`src/rtl/ipl_pkg.sv`:
```
package ipl_pkg;
  localparam int LVL_W = 5;
  typedef logic [LVL_W-1:0] lvl_t;

  // Larger of two levels
  function automatic lvl_t lvl_max(lvl_t a, lvl_t b);
    return (a > b) ? a : b;
  endfunction
endpackage

```
`src/rtl/ipl_sw_decode.sv`:
```
module ipl_sw_decode
  import ipl_pkg::*;
#(
  parameter int SUM_W = 32,
  parameter int SW_LO = 4,
  parameter int SW_HI = 18
) (
  input  logic [SUM_W-1:0] sw_req,
  output logic [SUM_W-1:0] sw_bits,
  output lvl_t             sw_lvl
);
  localparam logic [SUM_W-1:0] SW_MASK =
    ((SUM_W'(1) << (SW_HI + 1)) - SUM_W'(1)) & ~((SUM_W'(1) << SW_LO) - SUM_W'(1));

  assign sw_bits = sw_req & SW_MASK;

  // Highest set bit wins; level is position relative to the lowest bit, plus one
  always_comb begin
    sw_lvl = '0;
    for (int i = SW_LO; i <= SW_HI; i++) begin
      if (sw_bits[i]) sw_lvl = lvl_t'(i - SW_LO + 1);
    end
  end
endmodule

```
`src/rtl/ipl_ext_decode.sv`:
```
module ipl_ext_decode
  import ipl_pkg::*;
#(
  parameter int                       SUM_W   = 32,
  parameter int                       NUM_EXT = 6,
  parameter int                       EXT_LO  = 20,
  parameter logic [NUM_EXT*LVL_W-1:0] EXT_LVL = '0
) (
  input  logic [NUM_EXT-1:0] ext_irq,
  output logic [SUM_W-1:0]   ext_bits,
  output lvl_t               ext_lvl
);
  lvl_t cand [NUM_EXT];

  for (genvar k = 0; k < NUM_EXT; k++) begin : g_line
    assign cand[k] = ext_irq[k] ? EXT_LVL[k*LVL_W +: LVL_W] : '0;
  end

  always_comb begin
    ext_bits = '0;
    ext_lvl  = '0;
    for (int k = 0; k < NUM_EXT; k++) begin
      ext_bits[EXT_LO + k] = ext_irq[k];
      ext_lvl = lvl_max(ext_lvl, cand[k]);
    end
  end
endmodule

```
`src/rtl/ipl_eval.sv`:
```
module ipl_eval
  import ipl_pkg::*;
#(
  parameter int                       SUM_W   = 32,
  parameter int                       SW_LO   = 4,
  parameter int                       SW_HI   = 18,
  parameter int                       NUM_EXT = 6,
  parameter int                       EXT_LO  = 20,
  parameter logic [NUM_EXT*LVL_W-1:0] EXT_LVL =
    {5'd31, 5'd29, 5'd23, 5'd22, 5'd21, 5'd20}
) (
  input  logic               clk,
  input  logic               rst,
  input  logic               check_req,
  input  logic [SUM_W-1:0]   sw_req,
  input  logic [NUM_EXT-1:0] ext_irq,
  input  logic [LVL_W-1:0]   cur_ipl,
  output logic               trap_req,
  output logic [SUM_W-1:0]   summary,
  output logic [LVL_W-1:0]   int_id
);
  localparam logic [SUM_W-1:0] VALID_MASK =
    (((SUM_W'(1) << (SW_HI + 1)) - SUM_W'(1)) & ~((SUM_W'(1) << SW_LO) - SUM_W'(1)))
    | (((SUM_W'(1) << NUM_EXT) - SUM_W'(1)) << EXT_LO);

  logic [SUM_W-1:0] sw_bits, ext_bits;
  lvl_t             sw_lvl, ext_lvl, sel_lvl;
  logic             chk_flag;
  logic             take;

  ipl_sw_decode #(.SUM_W(SUM_W), .SW_LO(SW_LO), .SW_HI(SW_HI)) u_sw (
    .sw_req (sw_req),
    .sw_bits(sw_bits),
    .sw_lvl (sw_lvl)
  );

  ipl_ext_decode #(.SUM_W(SUM_W), .NUM_EXT(NUM_EXT), .EXT_LO(EXT_LO),
                   .EXT_LVL(EXT_LVL)) u_ext (
    .ext_irq (ext_irq),
    .ext_bits(ext_bits),
    .ext_lvl (ext_lvl)
  );

  assign sel_lvl = lvl_max(sw_lvl, ext_lvl);
  assign take    = chk_flag && (sel_lvl != '0) && (sel_lvl > cur_ipl);

  // Check flag: armed by a request, consumed by the evaluation that follows
  always_ff @(posedge clk) begin
    if (rst) chk_flag <= 1'b0;
    else     chk_flag <= check_req;
  end

  always_ff @(posedge clk) begin
    if (rst) begin
      trap_req <= 1'b0;
      summary  <= '0;
      int_id   <= '0;
    end else begin
      trap_req <= take;
      if (take) begin
        summary <= sw_bits | ext_bits;
        int_id  <= sel_lvl;
      end
    end
  end

  // A trap needs an armed flag one cycle earlier
  p_flag_before_trap_r9: assert property (@(posedge clk) disable iff (rst)
    trap_req |-> $past(chk_flag));

  // The captured level beats the priority level seen at evaluation
  p_strict_gt_r6: assert property (@(posedge clk) disable iff (rst)
    trap_req |-> (int_id > $past(cur_ipl)) && (int_id != '0));

  // Without a trap the captured registers hold
  p_hold_r8: assert property (@(posedge clk) disable iff (rst)
    !trap_req |-> $stable(summary) && $stable(int_id));

  // Summary carries only bits of real sources
  p_sum_mask_r2: assert property (@(posedge clk) disable iff (rst)
    trap_req |-> ((summary & ~VALID_MASK) == '0));

  // Selected level never falls below either decoded level
  p_sel_max_r5: assert property (@(posedge clk) disable iff (rst)
    (sel_lvl >= sw_lvl) && (sel_lvl >= ext_lvl));
endmodule

```
`config.mk`:
```
export PLATFORM = sky130hd
export DESIGN_NAME = ipl_eval
export DESIGN_NICKNAME = d
export VERILOG_FILES = /design/src/rtl/ipl_pkg.sv /design/src/rtl/ipl_sw_decode.sv /design/src/rtl/ipl_ext_decode.sv /design/src/rtl/ipl_eval.sv
export SDC_FILE = /design/constraint.sdc
export NUM_CORES = 1
export LEC_CHECK = 0
export ABC_AREA = 1
export BUFFER_PORTS_ARGS = -buffer_cell sky130_fd_sc_hd__clkbuf_2
export CAP_MARGIN = 20
export CORE_MARGIN = 5
export CORE_UTILIZATION = 50
export CTS_BUF_LIST = sky130_fd_sc_hd__clkbuf_8
export DETAILED_ROUTE_END_ITERATION = 6
export PLACE_DENSITY_LB_ADDON = 0.3
export REMOVE_ABC_BUFFERS = 1
export SYNTH_ARGS = -nofsm -noshare
export SYNTH_HDL_FRONTEND = slang
export SYNTH_SLANG_ARGS = --single-unit
```
`constraint.sdc`:
```
create_clock -name clk -period 16.1 [get_ports clk]
set_clock_uncertainty 0.2 [all_clocks]
set_input_delay 1.61 -clock clk [delete_from_list [all_inputs] [get_ports clk]]
set_output_delay 1.61 -clock clk [all_outputs]
set_load 0.01 [all_outputs]
```
Yosys cells after proc, flatten, opt, wreduce, memory -nomap -nowiden. Cells that the tools add are included.

Bitwise operators: 1. Multiplexer cells: 28. $mul: 0. Shift operators: 0. Divide/modulo/power cells: 0. Equal/unequal tests: 0. Add/subtract/negate cells: 0. Order comparisons: 8. Reductions and logical operators: 3.

Operators with widths (number): 2-to-1 mux 5 bit (27); > comparator 5 bit (7); bitwise OR 19 x 26 -> 26 bit (1); > comparator 1 x 5 -> 1 bit, first input constant (1); nonzero test 5 bit (1); logical AND 1 bit (2); 2-to-1 mux 1 bit (1).

Memory bits (read-only): 0. Output and inout port bits: 38. RAM bits: 0. Logic and storage cells: 44. Memories kept: 0. Latch bits: 0. Bits in registers: 39.

Longest topological paths before layout.
Depth after elaboration: 20. Depth in mapped cells: 42. Gate-level depth less buffers: 41.

Cells and area by module. A second synthesis with hierarchy kept.

Cell total of the unflattened synthesis: 468. Area total of the unflattened synthesis: 3126.7 um^2.

By module, submodules not included: ipl_eval (cells an instance 296, times used 1, area each 2057.0 um^2); ipl_ext_decode (cells an instance 97, times used 1, area each 650.6 um^2); ipl_sw_decode (cells an instance 75, times used 1, area each 419.2 um^2).

Worst setup path before layout. Ideal clock, no wire load.

Path kind: input to register. Start: input ext_irq[2]. End: register int_id[3]. Path buffers: 2. Cell stages on the path: 39. Setup time: 0.064 ns. Arrival: 6.164 ns. Path slack: 9.672 ns. Required time: 15.836 ns. Path through: nor3_1 inv_1 ha_1 nand2_1 o21ai_1 nand2_1 nand2_1 nand2_1 ha_1 nand3_1 o21ai_0 a21oi_1 o21ai_1 ha_1 nand3b_1 nand3_2 nand2_1 nand2_1 [3 not listed] nor2_1 o211ai_1 nand2_1 nand2_1 nor2_4 a21oi_1 inv_1 ha_1 nand2_1 o21ai_0 a21oi_1 nor2_1 nand3_2 nand2_4 buf_8 buf_12 nor2_2 nor2_1.

Cells in the longest elaborated chain, start to end: 14.

RTL lines: start: declaration (RTL line ipl_eval.sv:16) `input logic [NUM_EXT-1:0] ext_irq,`; 2-to-1 mux 5 bit (*) (RTL line ipl_ext_decode.sv:16) `assign cand[k] = ext_irq[k] ? EXT_LVL[k*LVL_W +: LVL_W] : '0;`; > comparator 5 bit (RTL line ipl_pkg.sv:7) `return (a > b) ? a : b;`; 2-to-1 mux 5 bit (*) (RTL line ipl_pkg.sv:7); > comparator 5 bit (RTL line ipl_pkg.sv:7); 2-to-1 mux 5 bit (*) (RTL line ipl_pkg.sv:7); > comparator 5 bit (RTL line ipl_pkg.sv:7); 2-to-1 mux 5 bit (*) (RTL line ipl_pkg.sv:7); > comparator 5 bit (RTL line ipl_pkg.sv:7); 2-to-1 mux 5 bit (*) (RTL line ipl_pkg.sv:7); > comparator 5 bit (RTL line ipl_pkg.sv:7); 2-to-1 mux 5 bit (*) (RTL line ipl_pkg.sv:7); named net sel_lvl[2] (RTL line ipl_eval.sv:27) `lvl_t sw_lvl, ext_lvl, sel_lvl;`; parallel branches: the longest is 2 deep, another holds > comparator 5 bit; logical AND 1 bit (*) (RTL line ipl_eval.sv:45) `assign take = chk_flag && (sel_lvl != '0) && (sel_lvl > cur_ipl);`; end signal: assignment (RTL line ipl_eval.sv:62) `int_id <= sel_lvl;`; end: declaration (RTL line ipl_eval.sv:20) `output logic [LVL_W-1:0] int_id`.

Mark *: on every way through the listed nets, which the timed path passes. A chain may end at the register's enable or synchronous reset.

Worst setup path after layout.
Start: input ext_irq[2]. End: register summary[21].

Cells in the longest elaborated chain, start to end: 14.

RTL lines: 2-to-1 mux 5 bit (*) (RTL line ipl_ext_decode.sv:16); > comparator 5 bit (RTL line ipl_pkg.sv:7); 2-to-1 mux 5 bit (*) (RTL line ipl_pkg.sv:7); > comparator 5 bit (RTL line ipl_pkg.sv:7); 2-to-1 mux 5 bit (*) (RTL line ipl_pkg.sv:7); > comparator 5 bit (RTL line ipl_pkg.sv:7); 2-to-1 mux 5 bit (*) (RTL line ipl_pkg.sv:7); > comparator 5 bit (RTL line ipl_pkg.sv:7); 2-to-1 mux 5 bit (*) (RTL line ipl_pkg.sv:7); > comparator 5 bit (RTL line ipl_pkg.sv:7); 2-to-1 mux 5 bit (*) (RTL line ipl_pkg.sv:7); named net sel_lvl[4] (RTL line ipl_eval.sv:27); parallel branches: the longest is 2 deep, another holds > comparator 5 bit; logical AND 1 bit (*) (RTL line ipl_eval.sv:45); end signal: assignment (RTL line ipl_eval.sv:61) `summary <= sw_bits | ext_bits;`; end: declaration (RTL line ipl_eval.sv:19) `output logic [SUM_W-1:0] summary,`.

Marks and branches as above.

==> out/metrics.cfg <==
[synthesis]
ys_top_cells_by_area=dfxtp_1, nand2_1, ha_1, inv_1, nor2_1
synth_area_leader_cell=dfxtp_1
synth_warnings=0
postSynthAreaPerCell_um2=6.77
yosysSeqAreaShare_pct=27.5
synth.top_cell.area_share_pct=27.5
synth.distinct_cells=29
ys_seq_elements=28
syn_area_um2=2040
syn_inst=301

[outcome]
run_status=complete, no violations

[clock_tree]
clkTransAtPathRegs_ns=0.10
h-tree-depth=1
postCtsResizedCells=0
numCtsBuffers=3
cts_sinks=28
clock_latency_ns=0.27
cts_setup_buffers=0
cts_tree=done
clock_path_buffers=2
ctsHoldBuffers=0
clock-root-buffer=clkbuf_8

[hold_path]
holdCritStartpoint=summary[23]
hold_path_class=reg2reg

[layout]
fin_area_um2=2330
area_growth_pct=14.3
nets=421
diodes=0
fill_cells=411
drive_gt1_share_pct=25.3
ff_latch_area_um2=561
multi_input_area_um2=1200

[detailed_routing]
drt_first_pass_iters=4
drc=0
avgRoutedWirePerCell_um=10.0
drt_iter0_markers=52
vias=1821
drt-total-wl_mm=4.03
drt-vias-per-instance=4.53
antenna_left=0

[critical_path]
worstSetupPathType=in2reg
worst-r2r-setup-slack_ns=14.18
crit_top_cell=nand2_1
cp-startpoint=ext_irq[2]
required_ns=16.08
max_stage_delay_ns=0.49
reg2reg_from=chk_flag
r2r_end=summary[21]
cp-start-kind=input port
critical-path-slowest-cell=nand2_4
cp.arrival_ns=7.21
rr_worst_depth=7
critPathCapture=summary[21]
cp_max_fo=48
end_kind=flop

[pwr]
leakage_nw=1.30
p_total_mw=0.218
cellPowerDensity_nw_per_um2=93.6
ir_drop_uv=37.1

[grt]
grt.busiest_layer=met2
antenna_found_initial=0
grt_use_met3_pct=1.37
grt_max_degree=49
grt_pass1_vias=1734
grt_usage_pct=16.1
use_met2_pct=28.9
grt_pass1_wl_mm=7.19
met1_usage_pct=19.9
gr-total-overflow=0

[timing]
worstMarginPinSlew_ns=0.697
fmax_mhz=138
setup_ws_ns=8.87
setup_tns_ns=0
hold_viol=0
rsz0062_at_grt=no
slew_viol_final=0
period_needed_ns=7.23
slew-limit-headroom_pct=53.2
finalSetupViolCount=0
fin_crit_sh_pct=44.9

[floorplan]
die_h_um=73.8
num_rows=23
die_w_um=73.8
io_pins=84
die-area_um2=5450
core_area_um2=3970
start_util_pct=51.3

[placed_design]
place_congestion=0.786
io_buffers=55
dp_hpwl_mm=3.20
post-place-ws_ns=8.60
dpl_cell_area_um2=2260

[flow_run]
drv_cap=0

==> registers in the layout (all words and copies together) (netlist names) <==
register,count
summary,21
int_id,5
chk_flag,1
trap_req,1
==> per-stage QoR <==
step / utilization, % / hold WS [ns] / instances
2_1_floorplan: - / 0.277 / 293
3_5_place_dp: 56.8 / 0.275 / 398
6_report: 58.6 / 0.290 / 402
5_1_grt: 58.6 / 0.313 / 402
3_3_place_gp: 56.8 / 0.248 / 398
4_1_cts: 58.6 / 0.294 / 402
==> critical path: cells and delay by family <==
kind | cells | cell delay [ns]
adder cells (fa/ha/maj) | 5 | 1.37
AO/OA/AOI/OAI | 9 | 1.22
AND/OR/NAND/NOR | 20 | 2.63
buffers and inverters | 4 | 0.35
==> worst min-delay path by stage <==
stage | slack [ns] | cells past startpoint | endpoint
final | 0.29 | 2 | summary[23]
after detailed placement | 0.28 | 2 | summary[23]
after global routing | 0.31 | 2 | summary[4]
after global placement | 0.25 | 2 | int_id[0]
after CTS | 0.29 | 2 | summary[23]
after floorplan | 0.28 | 2 | int_id[0]
==> cell usage after synthesis, drive strengths merged <==
cell    count
nand2      88
a21oi      13
buf        16
dfxtp      28
nor2       58
inv        42
nor3        2
ha         22
nor4        1
nand4       1
o21a        1
clkinv      1
o21ai       8
conb        1
clkbuf      2
nand3b      2
nand3      12
a31oi       1
o211ai      2
==> area by class of cell <==
class | instances | area share [%]
Multi-Input combinational cell | 222 | 51.4
Clock buffer | 3 | 1.77
Timing Repair Buffer | 55 | 11.8
Tap cell | 50 | 2.69
Clock inverter | 1 | 1.29
Inverter | 43 | 6.93
Sequential cell | 28 | 24.1
==> cell usage in the layout, fill, tap and decap left out, types with 3 or more instances in the layout <==
cell and instances:
nand2_1 86, clkbuf_2 55, inv_1 41, nor2_1 36, dfxtp_1 28, ha_1 22, nor2_2 21, a21oi_1 13
conb_1 11, nand3_1 9, o21ai_0 4, nand3_2 3, o21ai_1 3, clkbuf_8 3
==> kinds of logic after synthesis <==
family	count (synthesis)	synth area share (%)
AOI/OAI and AO/OA	25	7.12
adders and majority gates	22	13.5
and+or+nand+nor	164	36.1
other	1	0.184
DFF	28	27.5
buffers and inverters	61	15.5
==> metal layers <==
layer / part of all wire (%) / up-vias
met5: 0 / -
met4: 1.4 / 0
met3: 7.0 / 7
met2: 47 / 45
met1: 45 / 767
li1: - / 1002
==> where the power goes <==
group | switching [mW] | internal [mW]
Sequential | 0.00573 | 0.0792
Combinational | 0.0462 | 0.0307
Clock | 0.0228 | 0.0333
No activity file was read; power rests on OpenSTA's default activity.
